--- src/rtl/blk4_pipe_seq.sv ---
module blk4_pipe_seq #(
  parameter int IDX_W  = 5,
  parameter int KIND_W = 3,
  parameter int N_LUMA = 16,
  parameter int N_CDC  = 2,
  parameter int N_CHR  = 4
) (
  input  logic              clk,
  input  logic              rst_n,
  input  logic              mb_start,
  input  logic              mb_has_ldc,
  input  logic              mb_is_inter,
  output logic              ent_start,
  output logic [IDX_W-1:0]  ent_idx,
  output logic [KIND_W-1:0] ent_kind,
  input  logic              ent_done,
  output logic              iqt_start,
  output logic [IDX_W-1:0]  iqt_idx,
  output logic [KIND_W-1:0] iqt_kind,
  input  logic              iqt_done,
  output logic              ipr_start,
  output logic [IDX_W-1:0]  ipr_idx,
  output logic [KIND_W-1:0] ipr_kind,
  input  logic              ipr_done,
  output logic              mb_done
);
  localparam int CDC_B = N_LUMA + 1;
  localparam int CB_B  = CDC_B + N_CDC;
  localparam int CR_B  = CB_B + N_CHR;
  localparam int LAST  = CR_B + N_CHR - 1;
  localparam logic [IDX_W-1:0] CDC_I  = IDX_W'(CDC_B);
  localparam logic [IDX_W-1:0] CB_I   = IDX_W'(CB_B);
  localparam logic [IDX_W-1:0] CR_I   = IDX_W'(CR_B);
  localparam logic [IDX_W-1:0] LAST_I = IDX_W'(LAST);

  function automatic logic [KIND_W-1:0] kind_of(input logic [IDX_W-1:0] s);
    if (s == '0)        return KIND_W'(0);
    else if (s < CDC_I) return KIND_W'(1);
    else if (s < CB_I)  return KIND_W'(2);
    else if (s < CR_I)  return KIND_W'(3);
    else                return KIND_W'(4);
  endfunction

  logic act, inter_q;
  logic [IDX_W-1:0] nxt;
  logic b0, f0, b1, f1, b2;

  wire accept = mb_start & ~act;
  wire go0 = act & ~b0 & ~f0 & (nxt <= LAST_I);
  wire go1 = f0 & ~b1 & ~f1;
  wire go2 = f1 & ~b2;
  wire d0  = ent_done & b0;
  wire d1  = iqt_done & b1;
  wire d2  = ipr_done & b2;
  wire fin = inter_q ? d1 : d2;
  wire [IDX_W-1:0] fin_idx = inter_q ? iqt_idx : ipr_idx;
  wire last = fin & (fin_idx == LAST_I);

  always_ff @(posedge clk) begin
    if (!rst_n) begin
      act <= 1'b0; inter_q <= 1'b0; nxt <= '0;
      b0 <= 1'b0; f0 <= 1'b0; b1 <= 1'b0; f1 <= 1'b0; b2 <= 1'b0;
      ent_start <= 1'b0; iqt_start <= 1'b0; ipr_start <= 1'b0; mb_done <= 1'b0;
      ent_idx <= '0; iqt_idx <= '0; ipr_idx <= '0;
      ent_kind <= '0; iqt_kind <= '0; ipr_kind <= '0;
    end else begin
      ent_start <= go0;
      iqt_start <= go1;
      ipr_start <= go2;
      mb_done   <= last;

      if (accept) begin
        act     <= 1'b1;
        inter_q <= mb_is_inter;
        nxt     <= mb_has_ldc ? '0 : IDX_W'(1);
      end else if (last) begin
        act <= 1'b0;
      end

      if (go0) begin
        b0       <= 1'b1;
        nxt      <= nxt + 1'b1;
        ent_idx  <= nxt;
        ent_kind <= kind_of(nxt);
      end else if (d0) begin
        b0 <= 1'b0;
        f0 <= 1'b1;
      end

      if (go1) begin
        f0       <= 1'b0;
        b1       <= 1'b1;
        iqt_idx  <= ent_idx;
        iqt_kind <= ent_kind;
      end

      if (d1) begin
        b1 <= 1'b0;
        f1 <= ~inter_q;
      end

      if (go2) begin
        f1       <= 1'b0;
        b2       <= 1'b1;
        ipr_idx  <= iqt_idx;
        ipr_kind <= iqt_kind;
      end

      if (d2) b2 <= 1'b0;
    end
  end
endmodule

--- config.mk ---
export PLATFORM = sky130hd
export DESIGN_NAME = blk4_pipe_seq
export DESIGN_NICKNAME = d
export VERILOG_FILES = /design/src/rtl/blk4_pipe_seq.sv
export SDC_FILE = /design/constraint.sdc
export NUM_CORES = 1
export LEC_CHECK = 0
export BUFFER_PORTS_ARGS = -buffer_cell sky130_fd_sc_hd__buf_2
export CAP_MARGIN = 40
export CORE_UTILIZATION = 30
export DETAILED_ROUTE_END_ITERATION = 16
export GPL_TIMING_DRIVEN = 0
export PLACE_DENSITY = 0.49
export REMOVE_ABC_BUFFERS = 1
export SLEW_MARGIN = 20
export SYNTH_ARGS = -nofsm -noshare
export SYNTH_HDL_FRONTEND = slang
export SYNTH_SLANG_ARGS = --single-unit
--- constraint.sdc ---
create_clock -name clk -period 2.28 [get_ports clk]
set_clock_uncertainty 0.15 [all_clocks]
set_input_delay 0.114 -clock clk [delete_from_list [all_inputs] [get_ports clk]]
set_output_delay 0.114 -clock clk [all_outputs]
set_load 0.01 [all_outputs]
## Yosys cells after proc, flatten, opt, wreduce, memory -nomap -nowiden

Index checks and enable logic that the tools add are counted.

- Bits in latches: 0
- Memories kept: 0
- Bits in read-only memories: 0
- RAM bits: 0
- Register bits: 40
- Word-level logic and storage cells: 66

- Magnitude comparators: 4
- Add/sub/neg operators: 1
- Reductions and logical operators: 9
- Muxes and demuxes: 13
- Bitwise logic cells: 20
- $mul: 0
- Shift operators: 0
- Div/mod/pow operators: 0
- Equal/unequal tests: 1

Operator list:

| cell | number |
|---|---|
| $lt 5x5->1 const B | 3 |
| $mux 5 | 3 |
| $mux 3 | 4 |
| $and 1x1->1 | 11 |
| $not 1->1 | 9 |
| $reduce_or 2->1 | 4 |
| $mux 1 | 6 |
| $reduce_bool 2->1 | 3 |
| $add 5x1->5 const B | 1 |
| $eq 5x5->1 const B | 1 |
| $le 5x5->1 const B | 1 |
| $logic_not 5->1 | 1 |
| $reduce_and 2->1 | 1 |

## Depth between registers and ports, before layout

- Depth in word-level cells: 6
- Gate-level depth with buffers: 7
- Gate-level depth less buffers: 6

## Worst setup path after synthesis

OpenSTA, ideal clock, no wires.

- Kind: reg-to-reg
- From: reg nxt[0]
- To: reg nxt[3]
- Arrival time: 1.356 ns
- Setup slack: 0.704 ns
- Stages on the path, launching flop included: 8
- Required time: 2.060 ns
- Period minus slack after synthesis: 1.576 ns
- Cell sequence: dfxtp_1 inv_1 ha_1 nor2b_4 o21ba_2 buf_6 o211ai_1 a21oi_1

- Cells in the longest elaborated chain, start to end: 3
- Elaborated cells between the ends (all ways): 5
- Those cells by class: add/sub (1); order compare (1); mux (1); bitwise (1); reduce/logical (1)

RTL lines:

| element | line | source |
|---|---|---|
| start: declaration | 45 | `logic [IDX_W-1:0] nxt;` |
| start signal: assignment | 75 | `nxt <= mb_has_ldc ? '0 : IDX_W'(1);` |
| start signal: assignment | 82 | `nxt <= nxt + 1'b1;` |
| $le 5x5->1 | 49 | `wire go0 = act & ~b0 & ~f0 & (nxt <= LAST_I);` |
| $and 1x1->1 | 49 |  |
| $mux 5 / $reduce_bool 2->1 (equally long branches) | n/a |  |

Parallel ways exist; a longest one is shown, timed or not.
A chain may end at the register's enable or synchronous reset.

==> impl_metrics.tcl <==
set metrics [dict create \
    drv_slew 0 \
    crit_type "in2reg" \
    power_switching_share_pct 21.5 \
    cp_max_fo 25 \
    cts_buffers 5 \
    diodes 0 \
    setup_viol 0 \
    rsz0062_at_grt "no" \
    regArea_um2 801 \
    clk_latency_ps 290 \
    antenna_left 0 \
    r2r_slack_ps 390 \
    fill_cells 550 \
    syn_to_final_growth_pct 21.3 \
    cts_root_buffer "clkbuf_8" \
    yosysUniqueCellTypes 45 \
    place.gp.congestion 0.714 \
    die-area_um2 5900 \
    grt_pass1_wl_mm 6.28 \
    clk_path_buf_depth 2 \
    tns_ps 0 \
    p_int_w 0.00119 \
    dr.first_iter.drc_count 66 \
    pwr-share-comb_pct 7.3 \
    max_freq_ghz 0.520 \
    post-route-period-util_pct 84.4 \
    ios 36 \
    r2r-start "nxt[0]$_SDFFE_PN0P_" \
    post_cts_buffers 0 \
    required_ps 2370 \
    wl_mm 3.83 \
    drc_errors 0 \
    dpl.cell_count 270 \
    fin_crit_ps 1920 \
    dpl_cell_area_um2 1860 \
    drive_above_1_share_pct 25.5 \
    core_region_area_um2 5240 \
    powerDensity_nw_per_um2 744 \
    fin_area_um2 2040 \
    start_util_pct 32.1 \
    instances_no_fill 282 \
    dr.pass1.iters 4 \
    yosysSeqAreaShare_pct 47.7 \
    avgSynthCellArea_um2 9.34 \
    maxCapViolCount 0 \
    syn-instance-count 180 \
    synth_area_leaders "dfxtp_1 48%, a21oi_1 6.9%, nand2_1 4.2%, a22o_1 4.2%, buf_2 2.4%" \
    fp-row-count 26 \
    synth.cell_area_um2 1680 \
    synth_warnings 0 \
    die_h_um 76.8 \
    wl_per_cell_um 13.6 \
    hold_depth 4 \
    grt_max_degree 26 \
    endpoint_kind "register" \
    cts_sinks 40 \
    ys_ff_latch 40 \
    status "finished, final reports clean" \
    netlist.area_leader.share_pct 47.7 \
    multi_input_area_um2 773 \
    relSlewSlack_pct 50.0 \
    worst_pin_slew_ps 747 \
    vias 1413 \
    timing.hold.ws_ps 29.1 \
    hold_class "in2reg" \
    antenna_found_initial 0 \
    crit_path_start_kind "primary input" \
    r2r-end "ent_kind[0]$_SDFFE_PN0P_" \
    io_buffers 35 \
    worstHoldStart "mb_has_ldc" \
    viasPerCell 5.01 \
    yosys.area.top_type "dfxtp_1" \
    rr_worst_depth 6 \
    crit_arrival_ps 2020 \
    grt-ovfl-total 0 \
    power_switching_w 0.000326 \
    nNetsFinal 223 \
    ir_worst_vdd_uv 249 \
    hold_viol_final 0 \
    power.leakage_nw 0.826 \
    path_clk_slew_ps 80 \
    clock_power_share_pct 44.1 \
    dpl.hpwl_mm 2.62 \
    synthArstFlopShare_pct 0 \
    synth_edf_count 0 \
    die_w_um 76.8 \
    seq_power_share_pct 48.5 \
    cts_tree "done" \
    grt_util_all_layers_pct 13.6 \
    min_to "nxt[0]$_SDFFE_PN0P_" \
    cts-htree-levels 2 \
    grt_pass1_vias 1218 \
    synthFlopType "dfxtp_1" \
]
[power by group through the flow]
stage | sequential [W] | combinational (W) | clock [W]
finish | 0.000736 | 0.000111 | 0.000670
CTS | 0.000736 | 0.000111 | 0.000692
global placement | 0.000752 | 0.000104 | 0
global route | 0.000739 | 0.000124 | 0.000725
detailed placement | 0.000752 | 0.000104 | 0
floorplan | 0.000750 | 0.0000643 | 0
[per-layer routing]
| layer | GRT usage (%) | share of wire (%) |
|---|---|---|
| met2 | 20.3 | 44 |
| met4 | 6.92 | 1.8 |
| met1 | 18.0 | 50 |
| met3 | 3.33 | 3.6 |
| met5 | 0 | 0 |
[registers in the layout, indices dropped and copies added (netlist names), 3 cells and up]
signal,cells
ent_kind,3
iqt_idx,5
ipr_idx,5
ipr_kind,3
nxt,5
iqt_kind,3
ent_idx,5
[cell usage in the layout (no fill, tap or decap), drive strengths merged, types with 2 or more instances in the layout]
cell	Yosys	final
inv	4	4
buf	11	35
a21oi	24	24
bufinv	0	2
dlygate4sd3	0	5
o21ai	6	6
nand2	19	19
nor3	4	4
ha	3	3
nand3	7	7
clkbuf	4	5
nand4b	2	2
a31oi	2	2
o2111ai	3	3
o221a	2	2
and3	3	3
dfxtp	40	40
o211ai	5	5
a22o	8	8
nor2b	6	6
nand2b	3	3
nor2	8	8
[worst max path at each step]
stage	start	end	slack [ps]
3_3_place_gp	act$_SDFFE_PN0P_	ent_kind[2]$_SDFFE_PN0P_	160
5_1_grt	rst_n	f0$_SDFFE_PP0P_	190
6_report	rst_n	iqt_idx[4]$_SDFFE_PN0P_	360
4_1_cts	rst_n	iqt_idx[4]$_SDFFE_PN0P_	60
3_5_place_dp	rst_n	iqt_idx[4]$_SDFFE_PN0P_	280
2_1_floorplan	nxt[0]$_SDFFE_PN0P_	ent_idx[3]$_SDFFE_PN0P_	630
[synth_stat cells, types with 2 or more instances]
library cell  count
dfxtp_1          40
o2111ai_1         2
o21ai_0           6
nand2b_1          3
buf_6             2
a22o_1            8
nor2_1            7
nand2_1          19
and3_1            2
clkbuf_1          4
nand3_1           7
a21oi_1          23
nand4b_1          2
o211ai_1          4
o221a_1           2
inv_1             4
nor3_1            3
buf_2             8
ha_1              3
a31oi_1           2
nor2b_1           5
[critical path, stage by stage]
cell           delay [ps]
dlygate4sd3_1         510
buf_2                 240
clkinvlp_4            450
a21oi_2               500
a22o_1                190
[timing repair]
| action | CTS | global route |
|---|---|---|
| resized for setup | 0 | 1 |
| hold buffers | 5 | 0 |
| hold endpoints to repair | 6 | 0 |
| setup endpoints to repair | 0 | 9 |
[metrics by stage]
| step | utilization, % | worst slack [ps] | total power [W] |
|---|---|---|---|
| after floorplan | - | 635 | 0.000814 |
| after global placement | 35.3 | 159 | 0.000856 |
| after detailed placement | 35.4 | 284 | 0.000856 |
| after CTS | 38.8 | 63.5 | 0.00154 |
| after global routing | 38.9 | 187 | 0.00159 |
| final | 38.9 | 356 | 0.00152 |
[kinds of logic (layout without fill, tap and decap cells)]
group / Yosys count / after routing / share of synthesized area (%)
AOI/OAI and AO/OA: 57 / 57 / 23.6
adders and majority gates: 3 / 3 / 2.23
and+or+nand+nor: 58 / 58 / 18.8
xor gates and xnor gates: 1 / 1 / 0.521
muxes: 1 / 1 / 0.596
DFF: 40 / 40 / 47.7
buffers and inverters: 20 / 52 / 6.63
[area by class of cell]
type / instances / area share [%]
tap: 70 / 4.30
inverter: 5 / 1.10
multi-input combinational: 120 / 37.9
timing repair buffer: 40 / 11.0
sequential: 40 / 39.3
clock buffer: 5 / 3.38
clock inverter: 2 / 2.95
Power figures use the tool's default switching activity.
